$ cat src/rtl/us_fa_pkg.sv
package us_fa_pkg;

   typedef enum logic [1:0] {
      GK_AND = 2'd0,
      GK_OR  = 2'd1,
      GK_XOR = 2'd2
   } gate_kind_e;

   localparam int unsigned PAIR_CNT = 5;
   localparam int unsigned IX_PROP  = 0;
   localparam int unsigned IX_GEN   = 1;
   localparam int unsigned IX_SUM   = 2;
   localparam int unsigned IX_TRANS = 3;
   localparam int unsigned IX_CARRY = 4;
   localparam int unsigned MAX_GARB = 2;

   function automatic logic core_fn(input gate_kind_e kind, input logic x, input logic y);
      logic r;
      case (kind)
         GK_AND:  r = x & y;
         GK_OR:   r = x | y;
         default: r = x ^ y;
      endcase
      return r;
   endfunction

endpackage

$ cat src/rtl/us_gate.sv
module us_gate
   import us_fa_pkg::*;
#(
   parameter gate_kind_e  KIND   = GK_AND,
   parameter int unsigned N_GARB = 0,
   localparam int unsigned GW    = (N_GARB > 0) ? N_GARB : 1
) (
   input  logic          x_i,
   input  logic          y_i,
   input  logic [GW-1:0] garb_i,
   output logic          main_o,
   output logic          garb_o
);

   if (N_GARB > MAX_GARB) begin : g_bad_garb
      $error("us_gate: N_GARB exceeds MAX_GARB");
   end

   logic in_par;

   // main output uses only the primary inputs
   if (KIND == GK_AND) begin : g_and
      assign main_o = x_i & y_i;
   end else if (KIND == GK_OR) begin : g_or
      assign main_o = x_i | y_i;
   end else begin : g_xor
      assign main_o = x_i ^ y_i;
   end

   // parity over every input wire, garbage ones included when present
   if (N_GARB == 0) begin : g_par_plain
      assign in_par = x_i ^ y_i;
      logic unused_garb;
      assign unused_garb = ^garb_i;
   end else begin : g_par_garb
      assign in_par = x_i ^ y_i ^ (^garb_i);
   end

   assign garb_o = in_par ^ main_o;

   always_comb begin
      if (KIND == GK_AND) begin
         AST_AND_BOUND: assert (!main_o || (x_i && y_i));
      end
   end

endmodule

$ cat src/rtl/us_full_adder.sv
module us_full_adder
   import us_fa_pkg::*;
(
   input  logic                a_i,
   input  logic                b_i,
   input  logic                cin_i,
   output logic                sum_o,
   output logic                cout_o,
   output logic [PAIR_CNT-1:0] pair_main_o,
   output logic [PAIR_CNT-1:0] pair_garb_o
);

   logic [PAIR_CNT-1:0] m_w;
   logic [PAIR_CNT-1:0] g_w;

   // first level: operands only, no garbage inputs
   us_gate #(.KIND(GK_XOR), .N_GARB(0)) u_prop (
      .x_i(a_i), .y_i(b_i), .garb_i(1'b0),
      .main_o(m_w[IX_PROP]), .garb_o(g_w[IX_PROP]));

   us_gate #(.KIND(GK_AND), .N_GARB(0)) u_gen (
      .x_i(a_i), .y_i(b_i), .garb_i(1'b0),
      .main_o(m_w[IX_GEN]), .garb_o(g_w[IX_GEN]));

   // second level: propagate pair and carry-in
   us_gate #(.KIND(GK_XOR), .N_GARB(1)) u_sum (
      .x_i(m_w[IX_PROP]), .y_i(cin_i), .garb_i(g_w[IX_PROP]),
      .main_o(m_w[IX_SUM]), .garb_o(g_w[IX_SUM]));

   us_gate #(.KIND(GK_AND), .N_GARB(1)) u_trans (
      .x_i(m_w[IX_PROP]), .y_i(cin_i), .garb_i(g_w[IX_PROP]),
      .main_o(m_w[IX_TRANS]), .garb_o(g_w[IX_TRANS]));

   // third level: merge generate and transfer pairs
   us_gate #(.KIND(GK_OR), .N_GARB(2)) u_carry (
      .x_i(m_w[IX_GEN]), .y_i(m_w[IX_TRANS]),
      .garb_i({g_w[IX_TRANS], g_w[IX_GEN]}),
      .main_o(m_w[IX_CARRY]), .garb_o(g_w[IX_CARRY]));

   assign sum_o       = m_w[IX_SUM];
   assign cout_o      = m_w[IX_CARRY];
   assign pair_main_o = m_w;
   assign pair_garb_o = g_w;

   always_comb begin
      AST_SUM_OK:   assert (sum_o == (a_i ^ b_i ^ cin_i));
      AST_COUT_OK:  assert (cout_o == ((a_i & b_i) | (a_i & cin_i) | (b_i & cin_i)));
      AST_TRANS_IN: assert (!m_w[IX_TRANS] || m_w[IX_PROP]);
      if (!a_i && !b_i && !cin_i) begin
         AST_ZERO_QUIET: assert ((pair_main_o == '0) && (pair_garb_o == '0));
      end
   end

endmodule

$ cat config.mk
export PLATFORM = sky130hd
export DESIGN_NAME = us_full_adder
export DESIGN_NICKNAME = d
export VERILOG_FILES = /design/src/rtl/us_fa_pkg.sv /design/src/rtl/us_gate.sv /design/src/rtl/us_full_adder.sv
export SDC_FILE = /design/constraint.sdc
export NUM_CORES = 1
export LEC_CHECK = 0
export ABC_AREA = 1
export BUFFER_PORTS_ARGS = -buffer_cell sky130_fd_sc_hd__buf_4
export CAP_MARGIN = 10
export CORE_AREA = 2 2 39 41
export DETAILED_ROUTE_END_ITERATION = 16
export DIE_AREA = 0 0 41 43
export PLACE_DENSITY = 0.39
export SLEW_MARGIN = 10
export SYNTH_ARGS = -nofsm -noshare
export SYNTH_HDL_FRONTEND = slang
export SYNTH_SLANG_ARGS = --single-unit
$ cat constraint.sdc
create_clock -name vclk -period 1.1
set_clock_uncertainty 0.1 [all_clocks]
set_input_delay 0.11 -clock vclk [all_inputs]
set_output_delay 0.11 -clock vclk [all_outputs]
set_load 0.005 [all_outputs]
==> flow_metrics.py, run 1 <==
metrics = {
    "run_status": {
        "status": "finished, violations left",
        "violations": "setup timing",
    },
    "floorplan": {
        "start_util": 0.1284,
        "rows": 14,
        "fp.dieArea_sq_mm": 0.001763,
        "ios": 15,
        "die_h_microns": 43,
        "coreArea_sq_mm": 0.001384,
        "die_w_microns": 41,
    },
    "sta": {
        "slew_viol_final": 0,
        "period_share": 1.041,
        "layout_setup_ws_ns": -0.04483,
        "hold_viol": 0,
        "finalSetupViolCount": 3,
        "rsz0062_at_grt": "yes",
        "finalSetupTns_ns": -0.1312,
        "period_minus_slack_ns": 1.145,
        "max_freq_mhz": 873.5,
    },
    "pwr": {
        "switching_share": 0.3801,
        "power_frac_clock": 0,
        "power_frac_comb": 1.000,
        "power_density_mw_per_mm2": 457.2,
        "p_int_mw": 0.08829,
        "power_leakage_nw": 0.1736,
        "peakVddDrop_mv": 0.1123,
        "seq_power_share": 0,
        "p_switching_mw": 0.05413,
    },
    "yosys": {
        "syn_inst": 26,
        "syn_area_sq_um": 177.7,
        "avgSynthCellArea_sq_um": 6.833,
        "synth_area_leaders": "buf_4 42%, ha_1 21%, inv_1 13%",
        "ys_seq_area_frac": 0,
        "synth_top_area_share": 0.4225,
        "synth_common_cells": "10 x buf_4, 6 x inv_1, 4 x nand2_1",
        "yosys_warnings": 0,
        "yosysUniqueCellTypes": 7,
        "synth_top_area_cell": "buf_4",
        "yosysMostFrequentCell": "buf_4",
    },
    "clock_network": {
        "hold_buffers": 0,
    },
    "cells_and_area": {
        "seq_cells": 0,
        "area_growth_pct": 75.35,
        "regArea_sq_um": 0,
        "utilization": 0.2251,
        "clock_buffers": 0,
        "fin_cells": 51,
        "n_antenna_cell": 0,
        "drive_above_1_share": 0.6857,
        "fin_nets": 44,
    },
    "worst_setup_path": {
        "worstPathMaxFanout": 2,
        "crit_slowest_cell": "fa_1",
        "cp-start-kind": "primary input",
        "path_cells": "buf_8, buf_6, fa_1, buf_4",
        "crit_required_ns": 0.89,
        "worst_ep_arrival_time_ns": 0.93,
        "worst_setup_path_end_kind": "output pin",
        "slowest_delay_ns": 0.50,
        "crit_type": "in -> out",
    },
    "drt": {
        "detail-route-antenna-nets": 0,
        "drcViolationCount": 0,
        "wl_per_cell_microns": 7.078,
        "totalWireLength_microns": 361,
        "vias_per_cell": 2.902,
        "num_vias": 148,
        "drt-pass1-iter-count": 1,
        "dr.first_iter.drc_count": 0,
    },
    "worst_hold_path": {
        "hold_path.class": "in -> out",
    },
    "placement": {
        "gp_congestion": 0.6159,
        "dp_cells": 50,
        "dp_hpwl_microns": 271.5,
        "numPortBuffers": 13,
    },
    "global_route": {
        "grt_pass1_vias": 131,
        "grt_overflow": 0,
        "grt_pass1_wl_microns": 503,
        "gr-usage-all-layers": 0.03904,
        "grt_max_degree": 4,
        "antenna_found_initial": 0,
    },
    "flow_run": {
        "cap_violations": 0,
    },
}
[layout by cell type, fill, tap and decap left out]
master	count
buf_6	2
fa_1	1
nand2_1	4
ha_4	2
buf_4	14
inv_1	3
inv_4	1
ha_1	1
conb_1	2
buf_8	2
inv_2	3
[worst max-delay path: cells and delay by family]
family,cells,cell delay (ns)
buf+inv,3,0.32
fa+ha+maj,1,0.50
[logic make-up (layout without fill, tap and decap cells)]
kind of cell,count (synthesis),after routing,share of synthesized area
adder cells (fa/ha/maj),4,4,0.3240
buffers and inverters,17,25,0.5704
other,1,2,0.02111
AND/OR/NAND/NOR,4,4,0.08448
[power by group through the flow]
| stage | logic, mW | clock network [mW] | registers [mW] |
|---|---|---|---|
| 2_1_floorplan | 0.0767 | 0 | 0 |
| 4_1_cts | 0.133 | 0 | 0 |
| 3_3_place_gp | 0.117 | 0 | 0 |
| 3_5_place_dp | 0.117 | 0 | 0 |
| 6_report | 0.142 | 0 | 0 |
| 5_1_grt | 0.154 | 0 | 0 |
[layer usage]
| metal | vias to the layer above | track usage | part of all wire |
|---|---|---|---|
| met5 | - | 0 | 0 |
| met4 | 0 | 0 | 0 |
| met3 | 0 | 0 | 0.094 |
| met2 | 7 | 0.07188 | 0.57 |
| met1 | 64 | 0.05096 | 0.34 |
| li1 | 77 | - | - |
[timing repair]
item,4_1_cts,5_1_grt
gates resized for setup,7,4
pin swaps,1,2
cloned,0,0
buffers inserted,0,1
hold endpoints to repair,0,0
setup endpoints to repair,6,3
[worst paths after layout]
path,startpoint,end,slack (ns),cells past startpoint
min,cin_i,pair_main_o[3],0.40,4
max,b_i,pair_main_o[2],-0.04,4
[final cells by class]
cell class                      count  area, sq um
Fill cell                         160         1072
Timing Repair Buffer               18        157.7
Multi-Input combinational cell     10        105.1
Inverter                            7        28.78
Tap cell                           16        20.02
[per-stage QoR]
| stage | setup slack, ns | power (mW) | area (sq um) | hold WS [ns] |
|---|---|---|---|---|
| finish | -0.04483 | 0.1424 | 311.5 | 0.4019 |
| detailed placement | -0.1386 | 0.1174 | 256.5 | 0.3950 |
| global placement | -0.1399 | 0.1173 | 256.5 | 0.3986 |
| floorplan | 0.004173 | 0.07671 | 183.9 | 0.2777 |
| global route | -0.07876 | 0.1543 | 311.5 | 0.4198 |
| CTS | -0.05092 | 0.1327 | 290.3 | 0.4048 |
Power figures use the tool's default switching activity.
==> inputs of run 2 (changes only) <==
GPL_TIMING_DRIVEN = 0   (was unset)
==> run 2 against run 1 <==
  * The run still ends with setup timing left
  * Critical path depth up 5
  * First-iteration DRC count unchanged
  * Critical endpoint is now pair_garb_o[4]
  * Fmax up 1.5%
  * Cell area up 13%
  * Non-clock buffer count up 4
==> flow_metrics.py, run 2 (synthesis gave the netlist of run 1 again) <==
metrics = {
    "run_status": {
        "status": "finished, violations left",
        "violations": "setup timing",
    },
    "worst_setup_path": {
        "crit_type": "in -> out",
        "path_cells": "buf_8, inv_4, ha_4, inv_4, ha_4, inv_2, nand2_1, nand2_1, buf_6",
        "crit_buf_inv": 5,
        "crit_required_ns": 0.89,
        "cp-start-kind": "primary input",
        "slowest_delay_ns": 0.27,
        "worstPathMaxFanout": 3,
        "worst_setup_path_end_kind": "output pin",
        "crit_family": "adder cells",
        "crit_slowest_cell": "ha_4",
        "worst_ep_arrival_time_ns": 0.92,
    },
    "worst_hold_path": {
        "hold_path.class": "in -> out",
    },
    "cells_and_area": {
        "n_antenna_cell": 0,
        "utilization": 0.2550,
        "fin_cells": 55,
        "finalInstanceArea_sq_um": 352.8,
        "clock_buffers": 0,
        "final_cell_mix": "17 x buf_4, 3 x inv_1, 3 x nand2_1, 3 x inv_4, 3 x buf_6",
        "area_growth_pct": 98.59,
        "drive_above_1_share": 0.7436,
        "seq_cells": 0,
        "fin_nets": 48,
        "regArea_sq_um": 0,
        "final_common_cell": "buf_4",
    },
    "floorplan": {
        "fp.dieArea_sq_mm": 0.001763,
        "coreArea_sq_mm": 0.001384,
        "die_w_microns": 41,
        "start_util": 0.1284,
        "ios": 15,
        "die_h_microns": 43,
        "rows": 14,
    },
    "drt": {
        "vias_per_cell": 2.818,
        "detail-route-antenna-nets": 0,
        "num_vias": 155,
        "drt-pass1-iter-count": 1,
        "dr.first_iter.drc_count": 0,
        "totalWireLength_microns": 316,
        "wl_per_cell_microns": 5.745,
        "drcViolationCount": 0,
    },
    "placement": {
        "dpl_cell_area_sq_um": 301.5,
        "place_ws_ns": -0.3023,
        "gp_congestion": 0.5844,
        "dp_hpwl_microns": 283,
        "dp_cells": 56,
        "numPortBuffers": 13,
    },
    "sta": {
        "rsz0062_at_grt": "yes",
        "slew_viol_final": 0,
        "hold_viol": 0,
        "timing.hold.ws_ns": 0.4574,
        "finalSetupTns_ns": -0.08377,
        "period_share": 1.026,
        "max_freq_mhz": 886.5,
        "period_minus_slack_ns": 1.128,
        "layout_setup_ws_ns": -0.02809,
        "finalSetupViolCount": 4,
    },
    "flow_run": {
        "cap_violations": 0,
    },
    "global_route": {
        "grt_pass1_vias": 133,
        "gr-usage-all-layers": 0.03900,
        "antenna_found_initial": 0,
        "grt_pass1_wl_microns": 524,
        "grt_max_degree": 4,
        "grt_overflow": 0,
    },
    "clock_network": {
        "hold_buffers": 0,
    },
    "pwr": {
        "power_density_mw_per_mm2": 464.3,
        "fin_total_pwr_mw": 0.1638,
        "power_leakage_nw": 0.1964,
        "peakVddDrop_mv": 0.1149,
    },
}
## run 2: cell types whose count changed in the layout (fill, tap and decap cells not counted)
cell | before | now
inv_4 | 1 | 3
buf_4 | 14 | 17
nand2_2 | 0 | 1
inv_2 | 3 | 1
buf_6 | 2 | 3
nand2_1 | 4 | 3
## run 2: what timing repair did
action | in CTS | in global routing
setup buffers | 1 | 0
pin swaps | 5 | 3
gates resized for setup | 14 | 1
setup endpoints to repair | 6 | 6
gates cloned | 0 | 0
## run 2: area by class of cell
| class | count | area (sq um) |
|---|---|---|
| inverters | 7 | 33.78 |
| well taps | 16 | 20.02 |
| repair buffers | 14 | 131.4 |
| plain buffers | 8 | 60.06 |
| fillers | 158 | 1031 |
| multi-input cells | 10 | 107.6 |
## run 2: tightest hold or removal path, delay by kind of cell
| kind | cells | cell delay, ns |
|---|---|---|
| buffers and inverters | 4 | 0.30 |
| AND/OR/NAND/NOR | 1 | 0.04 |
## run 2: path summary, 6_finish.rpt
check | startpoint | to | cells past startpoint
setup / recovery | a_i | pair_garb_o[4] | 9
hold / removal | cin_i | pair_main_o[3] | 5
## run 2: where the power goes
| part | internal (mW) | leakage (nW) | total, mW | switching, mW |
|---|---|---|---|---|
| logic | 0.106 | 0.196 | 0.164 | 0.0579 |
| registers | 0 | 0 | 0 | 0 |
| clock network | 0 | 0 | 0 | 0 |
## run 2: per-layer routing
metal / up-vias / wire [microns] / track usage
met2: 7 / 174 / 0.07188
met5: - / 0 / 0
met4: 0 / 0 / 0
li1: 85 / - / -
met3: 0 / 40 / 0
met1: 63 / 101 / 0.05079
==> inputs of run 3 (changes only) <==
RECOVER_POWER = 100   (was unset)
SKIP_LAST_GASP = 1   (was unset)
==> run 3 against run 2 <==
  * The flow still finishes with violations (setup timing)
  * Count of clock-buffer cells in the layout did not move
  * First-iteration DRC count did not move
  * Total power fell by 0.37%
  * Critical endpoint unchanged
==> flow_metrics.py, run 3 (synthesis gave the netlist of run 1 again) <==
metrics = {
    "sta": {
        "slew_viol_final": 0,
        "finalSetupViolCount": 4,
        "period_share": 1.026,
        "period_minus_slack_ns": 1.128,
        "hold_viol": 0,
        "layout_setup_ws_ns": -0.02809,
        "rsz0062_at_grt": "yes",
        "max_freq_mhz": 886.5,
    },
    "drt": {
        "num_vias": 155,
        "totalWireLength_microns": 314,
        "detail-route-antenna-nets": 0,
        "drcViolationCount": 0,
        "drt-pass1-iter-count": 1,
        "dr.first_iter.drc_count": 0,
        "vias_per_cell": 2.818,
        "wl_per_cell_microns": 5.709,
    },
    "placement": {
        "gp_congestion": 0.5844,
        "dp_hpwl_microns": 283,
        "dpl_cell_area_sq_um": 301.5,
        "numPortBuffers": 13,
        "place_ws_ns": -0.3023,
    },
    "cells_and_area": {
        "final_cell_mix": "15 x buf_4, 3 x inv_1, 3 x nand2_1, 3 x inv_4, 3 x buf_6",
        "finalInstanceArea_sq_um": 352.8,
        "regArea_sq_um": 0,
        "final_common_cell": "buf_4",
        "seq_cells": 0,
        "drive_above_1_share": 0.7436,
        "clock_buffers": 0,
        "area_growth_pct": 98.59,
        "n_antenna_cell": 0,
        "fin_nets": 48,
    },
    "floorplan": {
        "coreArea_sq_mm": 0.001384,
        "die_h_microns": 43,
        "fp.dieArea_sq_mm": 0.001763,
        "die_w_microns": 41,
        "rows": 14,
        "start_util": 0.1284,
        "ios": 15,
    },
    "run_status": {
        "violations": "setup timing",
        "status": "finished, violations left",
    },
    "worst_hold_path": {
        "hold_depth": 5,
        "worstHoldStart": "cin_i",
        "hold_path.class": "in -> out",
    },
    "worst_setup_path": {
        "path_cells": "buf_8, inv_4, ha_4, inv_4, ha_4, inv_2, nand2_1, nand2_1, buf_6",
        "slowest_delay_ns": 0.27,
        "crit_type": "in -> out",
        "crit_start": "a_i",
        "cp-endpoint": "pair_garb_o[4]",
        "worst_setup_path_end_kind": "output pin",
        "worst_ep_arrival_time_ns": 0.92,
        "crit_required_ns": 0.89,
        "cp-start-kind": "primary input",
        "worstPathMaxFanout": 3,
        "crit_slowest_cell": "ha_4",
    },
    "pwr": {
        "power_density_mw_per_mm2": 462.6,
        "power_leakage_nw": 0.1958,
        "peakVddDrop_mv": 0.1140,
    },
    "global_route": {
        "grt_max_degree": 4,
        "grt_pass1_wl_microns": 524,
        "gr-usage-all-layers": 0.03900,
        "antenna_found_initial": 0,
        "grt_pass1_vias": 133,
        "grt_overflow": 0,
    },
    "flow_run": {
        "cap_violations": 0,
    },
}
run 3: final cells by class:
cell class,count,area (sq um)
buffer,8,60.06
fill,158,1031
inverter,7,33.78
multi-input combinational,10,107.6
tap,16,20.02
timing repair buffer,14,131.4
run 3: per-stage QoR:
| stage | power [mW] | std cells | setup TNS, ns | hold slack (ns) | util |
|---|---|---|---|---|---|
| CTS | 0.1659 | 55 | -0.1023 | 0.4693 | 0.2532 |
| global placement | 0.1442 | 56 | -0.6540 | 0.4848 | 0.2179 |
| global route | 0.1800 | 55 | -0.2546 | 0.4903 | 0.2550 |
| floorplan | 0.07671 | 27 | 0 | 0.2777 | - |
| finish | 0.1632 | 55 | -0.08006 | 0.4574 | 0.2550 |
| detailed placement | 0.1450 | 56 | -0.6805 | 0.4849 | 0.2179 |
run 3: layer usage:
metal | part of all wire | GRT usage | vias up
met2 | 0.55 | 0.07188 | 7
met3 | 0.12 | 0 | 0
met1 | 0.32 | 0.05079 | 63
li1 | - | - | 85
met4 | 0 | 0 | 0
met5 | 0 | 0 | -
run 3: worst min-delay path by stage:
| stage | endpoint | slack, ns |
|---|---|---|
| finish | pair_main_o[3] | 0.46 |
| global route | pair_main_o[3] | 0.49 |
| CTS | pair_main_o[3] | 0.47 |
| detailed placement | pair_main_o[3] | 0.48 |
| global placement | pair_main_o[3] | 0.48 |
| floorplan | pair_main_o[3] | 0.28 |
run 3: critical path: cells and delay by family:
kind | cells | cell delay [ns]
adder cells (fa/ha/maj) | 2 | 0.42
buffers and inverters | 5 | 0.28
AND/OR/NAND/NOR | 2 | 0.10
run 3: repair_timing:
| item | 4_1_cts | 5_1_grt |
|---|---|---|
| pin swaps | 5 | 3 |
| hold buffers | 0 | 0 |
| setup buffers | 1 | 0 |
| endpoints found under the setup margin | 6 | 6 |
| gates resized for setup | 14 | 1 |
run 3: power by group:
group | internal (mW) | switching [mW]
sequential | 0 | 0
combinational | 0.105 | 0.0578
clock | 0 | 0
